## config.mk

```make
export PLATFORM = sky130hd
export DESIGN_NAME = bulk_tx_pktbuf
export DESIGN_NICKNAME = d
export VERILOG_FILES = /design/src/rtl/txpb_pkg.sv /design/src/rtl/txpb_store.sv /design/src/rtl/txpb_fill.sv /design/src/rtl/txpb_drain.sv /design/src/rtl/bulk_tx_pktbuf.sv
export SDC_FILE = /design/constraint.sdc
export NUM_CORES = 1
export LEC_CHECK = 0
export CORE_UTILIZATION = 35
export CTS_CLUSTER_SIZE = 28
export DETAILED_ROUTE_END_ITERATION = 10
export DONT_BUFFER_PORTS = 1
export GPL_TIMING_DRIVEN = 0
export SYNTH_ARGS = -nofsm -noshare
export SYNTH_HDL_FRONTEND = slang
export SYNTH_SLANG_ARGS = --single-unit
export TNS_END_PERCENT = 50
```

## constraint.sdc

```tcl
create_clock -name clk -period 3.3 [get_ports clk]
set_input_delay 0.66 -clock clk [delete_from_list [all_inputs] [get_ports clk]]
set_output_delay 0.66 -clock clk [all_outputs]
set_load 0.03 [all_outputs]
```

## src/rtl/txpb_pkg.sv

```systemverilog
package txpb_pkg;
  typedef logic slot_t;
  typedef enum logic [1:0] {
    RD_HOLD    = 2'd0,
    RD_STEP    = 2'd1,
    RD_REWIND  = 2'd2,
    RD_RELEASE = 2'd3
  } rd_evt_e;
endpackage
```

## src/rtl/txpb_store.sv

```systemverilog
module txpb_store #(
  parameter int DATA_W = 8,
  parameter int MAX_PKT = 64,
  localparam int ADDR_W = (MAX_PKT > 1) ? $clog2(MAX_PKT) : 1
) (
  input  logic                clk,
  input  logic                we,
  input  txpb_pkg::slot_t     wslot,
  input  logic [ADDR_W-1:0]   waddr,
  input  logic [DATA_W-1:0]   wdata,
  input  txpb_pkg::slot_t     rslot,
  input  logic [ADDR_W-1:0]   raddr,
  output logic [DATA_W-1:0]   rdata
);
  logic [DATA_W-1:0] slot_q [2];

  for (genvar s = 0; s < 2; s++) begin : g_slot
    logic [DATA_W-1:0] mem [MAX_PKT];
    logic slot_we;
    assign slot_we = we && (wslot == 1'(s));
    always_ff @(posedge clk) begin
      if (slot_we) mem[waddr] <= wdata;
    end
    assign slot_q[s] = mem[raddr];
  end

  assign rdata = slot_q[rslot];
endmodule
```

## src/rtl/txpb_fill.sv

```systemverilog
module txpb_fill #(
  parameter int MAX_PKT = 64,
  localparam int LEN_W = $clog2(MAX_PKT + 1),
  localparam int ADDR_W = (MAX_PKT > 1) ? $clog2(MAX_PKT) : 1
) (
  input  logic              clk,
  input  logic              rst_n,
  input  logic              wr_valid,
  input  logic              wr_commit,
  input  logic              room,
  input  logic [LEN_W-1:0]  lim,
  output logic              byte_we,
  output logic [ADDR_W-1:0] byte_addr,
  output txpb_pkg::slot_t   wr_ptr,
  output logic              commit_ok,
  output logic [LEN_W-1:0]  commit_len,
  output logic              overrun
);
  logic [LEN_W-1:0] wr_cnt, wr_cnt_d;
  txpb_pkg::slot_t  wr_ptr_d;
  logic             ovr_d;

  always_comb begin
    byte_we    = wr_valid && room && (wr_cnt < lim);
    byte_addr  = wr_cnt[ADDR_W-1:0];
    commit_ok  = wr_commit && room;
    commit_len = wr_cnt + LEN_W'(byte_we);
    wr_cnt_d   = commit_ok ? '0 : commit_len;
    wr_ptr_d   = commit_ok ? ~wr_ptr : wr_ptr;
    ovr_d      = overrun || (wr_commit && !room);
  end

  always_ff @(posedge clk or negedge rst_n) begin
    if (!rst_n) begin
      wr_cnt  <= '0;
      wr_ptr  <= 1'b0;
      overrun <= 1'b0;
    end else begin
      wr_cnt  <= wr_cnt_d;
      wr_ptr  <= wr_ptr_d;
      overrun <= ovr_d;
    end
  end
endmodule
```

## src/rtl/txpb_drain.sv

```systemverilog
module txpb_drain #(
  parameter int MAX_PKT = 64,
  localparam int LEN_W = $clog2(MAX_PKT + 1)
) (
  input  logic              clk,
  input  logic              rst_n,
  input  logic              rd_en,
  input  logic              tx_ack,
  input  logic              tx_nak,
  input  logic              flush,
  input  logic              head_vld,
  input  logic [LEN_W-1:0]  head_len,
  output txpb_pkg::slot_t   rd_ptr,
  output logic [LEN_W-1:0]  rd_off,
  output logic              release_o
);
  import txpb_pkg::*;
  rd_evt_e          evt;
  logic [LEN_W-1:0] rd_off_d;
  slot_t            rd_ptr_d;

  always_comb begin
    if (head_vld && (tx_ack || flush))           evt = RD_RELEASE;
    else if (tx_nak)                             evt = RD_REWIND;
    else if (rd_en && head_vld && rd_off < head_len) evt = RD_STEP;
    else                                         evt = RD_HOLD;
    release_o = (evt == RD_RELEASE);
    rd_ptr_d  = release_o ? ~rd_ptr : rd_ptr;
    case (evt)
      RD_RELEASE, RD_REWIND: rd_off_d = '0;
      RD_STEP:               rd_off_d = rd_off + 1'b1;
      default:               rd_off_d = rd_off;
    endcase
  end

  always_ff @(posedge clk or negedge rst_n) begin
    if (!rst_n) begin
      rd_ptr <= 1'b0;
      rd_off <= '0;
    end else begin
      rd_ptr <= rd_ptr_d;
      rd_off <= rd_off_d;
    end
  end
endmodule
```

## src/rtl/bulk_tx_pktbuf.sv

```systemverilog
module bulk_tx_pktbuf #(
  parameter int DATA_W = 8,
  parameter int MAX_PKT = 64,
  localparam int LEN_W = $clog2(MAX_PKT + 1),
  localparam int ADDR_W = (MAX_PKT > 1) ? $clog2(MAX_PKT) : 1
) (
  input  logic              clk,
  input  logic              rst_n,
  input  logic              cfg_dbl_en,
  input  logic              cfg_dma_en,
  input  logic [LEN_W-1:0]  cfg_maxp,
  input  logic              wr_valid,
  input  logic [DATA_W-1:0] wr_data,
  input  logic              wr_commit,
  input  logic              rd_en,
  input  logic              tx_ack,
  input  logic              tx_nak,
  input  logic              flush,
  output logic              tx_valid,
  output logic [LEN_W-1:0]  tx_len,
  output logic [DATA_W-1:0] tx_rd_data,
  output logic              tx_last,
  output logic              not_empty,
  output logic              dma_req,
  output logic              overrun
);
  import txpb_pkg::*;

  logic [1:0]       slot_vld;
  logic [LEN_W-1:0] slot_len [2];
  logic             room;
  logic [LEN_W-1:0] lim;
  logic             byte_we, commit_ok, release_w;
  logic [ADDR_W-1:0] byte_addr;
  logic [LEN_W-1:0] commit_len, rd_off;
  slot_t            wr_ptr, rd_ptr;
  logic             head_vld;
  logic [LEN_W-1:0] head_len;

  always_comb begin
    lim      = (cfg_maxp > LEN_W'(MAX_PKT)) ? LEN_W'(MAX_PKT) : cfg_maxp;
    room     = cfg_dbl_en ? !slot_vld[wr_ptr] : (slot_vld == 2'b00);
    head_vld = slot_vld[rd_ptr];
    head_len = slot_len[rd_ptr];
  end

  txpb_fill #(.MAX_PKT(MAX_PKT)) u_fill (
    .clk(clk), .rst_n(rst_n), .wr_valid(wr_valid), .wr_commit(wr_commit),
    .room(room), .lim(lim), .byte_we(byte_we), .byte_addr(byte_addr),
    .wr_ptr(wr_ptr), .commit_ok(commit_ok), .commit_len(commit_len),
    .overrun(overrun)
  );

  txpb_drain #(.MAX_PKT(MAX_PKT)) u_drain (
    .clk(clk), .rst_n(rst_n), .rd_en(rd_en), .tx_ack(tx_ack),
    .tx_nak(tx_nak), .flush(flush), .head_vld(head_vld),
    .head_len(head_len), .rd_ptr(rd_ptr), .rd_off(rd_off),
    .release_o(release_w)
  );

  txpb_store #(.DATA_W(DATA_W), .MAX_PKT(MAX_PKT)) u_store (
    .clk(clk), .we(byte_we), .wslot(wr_ptr), .waddr(byte_addr),
    .wdata(wr_data), .rslot(rd_ptr), .raddr(rd_off[ADDR_W-1:0]),
    .rdata(tx_rd_data)
  );

  for (genvar s = 0; s < 2; s++) begin : g_state
    logic             set_s, clr_s, vld_d;
    logic [LEN_W-1:0] len_d;
    always_comb begin
      set_s = commit_ok && (wr_ptr == 1'(s));
      clr_s = release_w && (rd_ptr == 1'(s));
      vld_d = set_s ? 1'b1 : (clr_s ? 1'b0 : slot_vld[s]);
      len_d = set_s ? commit_len : slot_len[s];
    end
    always_ff @(posedge clk or negedge rst_n) begin
      if (!rst_n) begin
        slot_vld[s] <= 1'b0;
        slot_len[s] <= '0;
      end else begin
        slot_vld[s] <= vld_d;
        slot_len[s] <= len_d;
      end
    end
  end

  always_comb begin
    tx_valid  = head_vld;
    tx_len    = head_len;
    tx_last   = head_vld && (head_len != '0) && (rd_off == head_len - 1'b1);
    not_empty = |slot_vld;
    dma_req   = cfg_dma_en && room;
  end
endmodule

```

**After elaboration in Yosys (flattened, before gate mapping)**

Memories as Yosys holds them, arrays and structs flattened.
Index checks and enable logic that the tools add are counted.

- Flip-flop bits (word level): 33
- Latch bits: 0
- Bits in writable memories: 1,024
- Bits in read-only memories: 0
- Input port bits: 25
- Output and inout bits: 20
- Logic and storage cells: 79
- Memories kept: 2

Memory list:

| memory | words | bits a word | read ports | clocked after memory_dff | wr ports | line | text |
|---|---|---|---|---|---|---|---|
| u_store.g_slot[0].mem | 64 | 8 | 1 | 0 | 1 | txpb_store.sv:18 | `logic [DATA_W-1:0] mem [MAX_PKT];` |
| u_store.g_slot[1].mem | 64 | 8 | 1 | 0 | 1 | txpb_store.sv:18 |  |

- $add $sub $neg: 3
- Multiply operators: 0
- Divide/modulo/power cells: 0
- $lt $le $gt $ge: 6
- Equality and inequality tests: 4
- Shift operators: 0
- Multiplexer cells: 25
- Bitwise gates (word level): 3
- Reductions and logical operators: 27

Operator list:

| operator | number |
|---|---|
| 7-bit 2-to-1 mux | 5 |
| 8-bit 2-to-1 mux | 3 |
| 1-bit logical AND | 16 |
| 7-bit less-than comparator | 2 |
| 1-bit 2-to-1 mux | 14 |
| 7-bit one-hot mux with 2 select lines | 1 |
| 7-bit by 1-bit adder with 7-bit output | 1 |
| 7-bit by 1-bit adder with 7-bit output (second input constant) | 1 |
| 7-bit == test | 1 |
| 7-bit > comparator (second input constant) | 1 |
| 7-bit nonzero test | 1 |
| 7-bit by 1-bit subtractor with 7-bit output (second input constant) | 1 |
| 2-bit nonzero test | 3 |
| 2-bit == test (second input constant) | 2 |
| 1-bit by 2-bit less-than comparator with 1-bit output (second input constant) | 2 |
| 2-bit 2-to-1 mux | 2 |
| 2-bit OR reduction | 2 |
| 2-bit by 1-bit == test with 1-bit output (second input constant) | 1 |
| 2-bit >= comparator (second input constant) | 1 |
| 1-bit logical NOT | 2 |
| 2-bit logical NOT | 1 |
| 1-bit logical OR | 2 |
| 1-bit NOT | 2 |
| 1-bit NOT with 2-bit output | 1 |

**Longest topological paths before layout**

- Word-level depth: 13
- Gate-level depth with buffers: 15
- Mapped depth without buffers: 13

**Cells and area by module**

A second synthesis with hierarchy kept.

- Cell total of the unflattened synthesis: 1,855
- Area, all modules: 41,925.2 um^2

Modules (own cells, without submodules):

| module | instances | cells an instance | area an instance (um^2) | seq. area each (um^2) |
|---|---|---|---|---|
| txpb_store | 1 | 1,634 | 39,542.9 | 30,749.5 |
| bulk_tx_pktbuf | 1 | 94 | 1,098.6 | 400.4 |
| txpb_fill | 1 | 64 | 648.1 | 225.2 |
| txpb_drain | 1 | 63 | 635.6 | 200.2 |

**Worst setup path after synthesis**

Ideal clock, no wire load.

- Path type: register to output
- From: reg u_drain.rd_ptr
- To: out tx_last
- Arrival time: 2.842 ns
- Data required time: 2.640 ns
- Slack: -0.202 ns
- Cell stages (with the launch flop): 9
- Buffers on the path: 2
- Cells stage by stage: dfrtp_1 clkbuf_1 clkbuf_1 mux2i_1 inv_1 ha_1 nor4_1 nand4_1 nor3_1

- Longest elaborated chain between the ends: 7
- Elaborated cells between the ends (all ways): 11
- Those cells by class: 1 x add/sub; 1 x eq/ne; 5 x mux; 1 x bitwise; 3 x reduce/logical

RTL lines:

| element | line | text |
|---|---|---|
| from (decl) | txpb_drain.sv:13 | `output txpb_pkg::slot_t rd_ptr,` |
| from (signal assigned) | txpb_drain.sv:41 | `rd_ptr <= rd_ptr_d;` |
| 1-bit NOT with 2-bit output (implied by the code) * | bulk_tx_pktbuf.sv:44 | `head_len = slot_len[rd_ptr];` |
| 7-bit 2-to-1 mux (implied by the code) * (3 in series) | bulk_tx_pktbuf.sv:44 |  |
| named net tx_len[0] | bulk_tx_pktbuf.sv:20 | `output logic [LEN_W-1:0] tx_len,` |
| 7-bit by 1-bit subtractor with 7-bit output or 7-bit nonzero test (tied branches) | bulk_tx_pktbuf.sv:90 | `tx_last = head_vld && (head_len != '0) && (rd_off == head_len - 1'b1);` |
| 7-bit == test or 1-bit logical AND (tied branches) | bulk_tx_pktbuf.sv:90 |  |
| 1-bit logical AND * | bulk_tx_pktbuf.sv:90 |  |
| to (decl) | bulk_tx_pktbuf.sv:22 | `output logic tx_last,` |

Mark *: on every way through the listed nets, which the timed path passes. The rest lies on a longest branch. The select of a mux whose other input is x is not followed.

**Worst setup path in the final report**

- From: reg u_drain.rd_off[3]
- To: out tx_rd_data[5]

- Longest elaborated chain between the ends: 4
- Elaborated cells between the ends (all ways): 5
- Those cells by class: 3 x mux; 2 x memory

RTL lines:

| element | line | text |
|---|---|---|
| from (decl) | txpb_drain.sv:14 | `output logic [LEN_W-1:0] rd_off,` |
| from (signal assigned) | txpb_drain.sv:42 | `rd_off <= rd_off_d;` |
| memory read 64 x 8 bit | n/a |  |
| 8-bit 2-to-1 mux (implied by the code) * (3 in series) | txpb_store.sv:27 | `assign rdata = slot_q[rslot];` |
| to (decl) | bulk_tx_pktbuf.sv:21 | `output logic [DATA_W-1:0] tx_rd_data,` |

Mark *: on every way between the ends. The rest lies on a longest branch, timed or not. The select of a mux whose other input is x is not followed.

==> impl_metrics.py <==
metrics = {
    "timing": {
        "fin_tns_setup_ns": -16.55,
        "worst_slack_ns": -0.834,
        "skew_ns": 0.0368,
        "slew_headroom_pct": -5.97,
        "fmax_mhz": 242,
        "drv_slew": 22,
        "hold_viol": 0,
        "rsz0062_at_grt": "true",
        "worst_pin_slew_ns": 1.59,
        "period_needed_ns": 4.13,
        "finalCritPeriodShare_pct": 125,
        "setup_violations": 132,
    },
    "setup_path": {
        "crit_fanout": 10,
        "end_kind": "output port",
        "worstSetupPathType": "flip-flop to output port",
        "worstPathRequired_ns": 2.64,
        "crit_arrival_ns": 3.47,
        "cp-start-kind": "flip-flop",
    },
    "power": {
        "p_sw_uw": 11100,
        "power_frac_comb_pct": 27.3,
        "p_clk_share_pct": 32.1,
        "sw_frac_of_total_pct": 29.9,
        "p_per_area_mw_per_mm2": 708,
        "total_power_uw": 37000,
        "p_int_uw": 25900,
        "power_frac_seq_pct": 40.6,
        "p_leak_uw": 0.0169,
        "max-vdd-ir-drop_mv": 0.460,
    },
    "logic_synthesis": {
        "synth_compound_area_share_pct": 4.05,
        "ys_seq_area_share_pct": 74.7,
        "synth_ff_type": "edfxtp_1",
        "synth_fa_ha_area_share_pct": 0.533,
        "muxShareOfSynthArea_pct": 14.5,
        "yosys.cell_types.count": 60,
        "syn_area_mm2": 0.0423,
        "synthArstFlopShare_pct": 3.12,
        "synth_top_cells_by_count": "edfxtp_1, mux4_2, mux2i_1, nor3_1, nand2_1",
        "syn-instance-count": 2209,
        "yosysTopAreaCell": "edfxtp_1",
        "synth_top_family_by_area": "multiplexers",
        "syn_avg_cell_area_um2": 19.1,
        "synth_seq_cells": 1057,
        "synthSimpleGateAreaFrac_pct": 3.78,
        "synthesis.nets": 2252,
        "synth.most_common_cell": "edfxtp_1",
        "yosysWarnings": 0,
        "ys_top_cells_by_area": "edfxtp_1, mux4_2, mux2i_1",
        "synth_edf_count": 1024,
        "synth-xor-area-share_pct": 0.394,
        "synth_top_area_share_pct": 72.8,
    },
    "cts": {
        "clkTransAtPathRegs_ns": 0.06,
        "clockBufferDepth": 3,
        "cts_tree": "yes",
        "cts_sinks": 1057,
        "numCtsBuffers": 104,
        "clk_latency_ns": 0.70,
        "cts-root-buf": "clkbuf_16",
        "cts_max_level": 3,
    },
    "cells_and_area": {
        "synthToLayoutAreaGrowth_pct": 23.7,
        "multi_input_area_mm2": 0.0120,
        "final_cells": 4141,
        "postLayoutCellArea_mm2": 0.0523,
        "post_route_cells_drive_above_1_share_pct": 34.8,
        "seq_area_mm2": 0.0316,
        "num-fill-cells": 10200,
        "utilization_pct": 43.6,
        "final_nets": 2487,
    },
    "global_routing": {
        "antenna_found_initial": 5,
        "grt.total_usage_pct": 22.7,
        "grt_pass1_vias": 24200,
        "gr-total-overflow": 0,
        "grt_pass1_wl_mm": 192,
        "grt_start_max_net_pins": 129,
    },
    "run": {
        "maxCapViolations": 2,
    },
    "floorplanning": {
        "dieArea_mm2": 0.122,
        "fp.dieH_um": 349,
        "core_area_mm2": 0.120,
        "core.rowCount": 127,
        "io_pins": 45,
        "die_w_um": 349,
        "initial_utilization_pct": 35.3,
    },
    "drt": {
        "viasPerCell": 5.94,
        "wl_per_cell_um": 33.8,
        "ant_nets": 0,
        "routed_wl_mm": 140,
        "drt-initial-drc-count": 3851,
        "firstDrtPassIters": 8,
        "via_count": 24600,
        "drc": 0,
    },
    "placed_design": {
        "dp.cells": 3840,
        "place_area_mm2": 0.0447,
        "routabilityCongestion": 0.946,
        "dpl.hpwl_mm": 86.9,
        "numPortBuffers": 0,
    },
    "worst_hold_path": {
        "worst_hold_path_type": "input port to flip-flop",
    },
    "outcome": {
        "violations": "capacitance limit, slew limit, setup timing",
        "status": "finished with violations",
    },
}
==> worst max-delay path, cell delays in order (launching register included) <==
cell and delay (ns):
dfrtp_1 0.53, clkbuf_2 0.34, and2_1 0.82, a21oi_1 0.14
o21ai_1 0.33, a311o_1 0.31, o31a_4 0.29
==> per-layer routing <==
layer  GRT usage (%)  up-vias  wire (µm)
li1                -     9606          -
met1            30.0    12800      52100
met2            35.2     1793      63200
met3            6.87      393      17800
met4            9.06        4       6760
met5               0        -         49
==> flip-flops by register name, indices dropped and copies added, names as in the netlist <==
register and count:
u_store.g_slot.mem 1024, u_fill.wr_cnt 7, slot_vld 2, u_fill.wr_ptr 1, u_drain.rd_off 7, u_drain.rd_ptr 1, u_fill.overrun 1, slot_len 14
==> power groups by stage <==
stage               Clock [µW]  Sequential [µW]  Combinational (µW)
floorplan                    0            15200                4400
global placement             0            15300                6880
finish                   11900            15000               10100
detailed placement           0            15300                7020
CTS                      11900            15000                9320
global route             12400            15000               10300
==> cells by family (layout without fill, tap and decap cells) <==
logic type      after synthesis  in the layout
compound gates              253            253
xor+xnor                     19             19
fa+ha+maj                    18             18
buf+inv                     154            472
flops                      1057           1057
mux                         377            377
other cells                   0              2
simple gates                331            331
==> layout make-up <==
cell class | instances | share of cell area [%]
diodes | 2 | 0.00958
plain buffers | 132 | 3.42
clock buffers | 123 | 5.24
clock inverters | 66 | 1.13
inverters | 17 | 0.141
multi-input cells | 998 | 23.0
flip-flops and latches | 1057 | 60.4
well taps | 1612 | 3.86
repair buffers | 134 | 2.77
==> per-stage QoR <==
step                      hold slack (ns)  setup WS [ns]
final                              0.0196         -0.834
after global routing               0.0216         -0.801
after CTS                         0.00194         -0.723
after detailed placement            0.365          -2.22
after global placement              0.365          -2.24
after floorplan                     0.364         0.0246
==> path summary, 6_finish.rpt <==
check                                  startpoint                      endpoint  slack [ns]  cells past startpoint
worst min-delay path                       tx_nak             u_drain.rd_off[1]        0.02                      1
min in group asynchronous                   rst_n              u_fill.wr_cnt[4]        0.42                      2
max in group asynchronous                   rst_n             u_drain.rd_off[2]        2.68                      2
worst max register to register   u_fill.wr_cnt[2]  u_store.g_slot[1].mem[28][2]       -0.30                      4
worst min register to register        slot_len[6]                   slot_len[6]        0.49                      2
worst max-delay path            u_drain.rd_off[3]                 tx_rd_data[5]       -0.83                      6
==> what timing repair did <==
action	in CTS	in global routing
setup endpoints to repair	976	781
gates resized for setup	571	136
endpoints found under the hold margin	33	0
cloned	6	1
setup buffers	67	39
pin swaps	42	40
hold buffers	2	0
==> cells in the final DEF (no fill, tap or decap), types with 11 or more instances in the layout <==
cell       count
a22oi_1       12
mux4_2       183
mux2i_2       16
nor3_2        38
nor2b_1       20
buf_4         92
nor3_4        96
mux2_2        22
buf_6         16
a21oi_2       21
ha_1          14
buf_8         13
xnor2_1       12
mux2i_1      138
clkbuf_2      16
a21oi_1       48
mux2i_4       14
nor2_1        26
clkinv_2      22
clkbuf_4      13
clkinv_1      24
buf_12        43
nand3_1       12
clkbuf_8      14
buf_16        25
inv_1         12
a221oi_1      11
o21ai_0       27
edfxtp_1    1024
o221ai_1      26
clkbuf_1      26
o22ai_1       11
nand2_1       85
dfrtp_1       31
clkbuf_16    109
buf_2         16
Power figures use the tool's default switching activity.
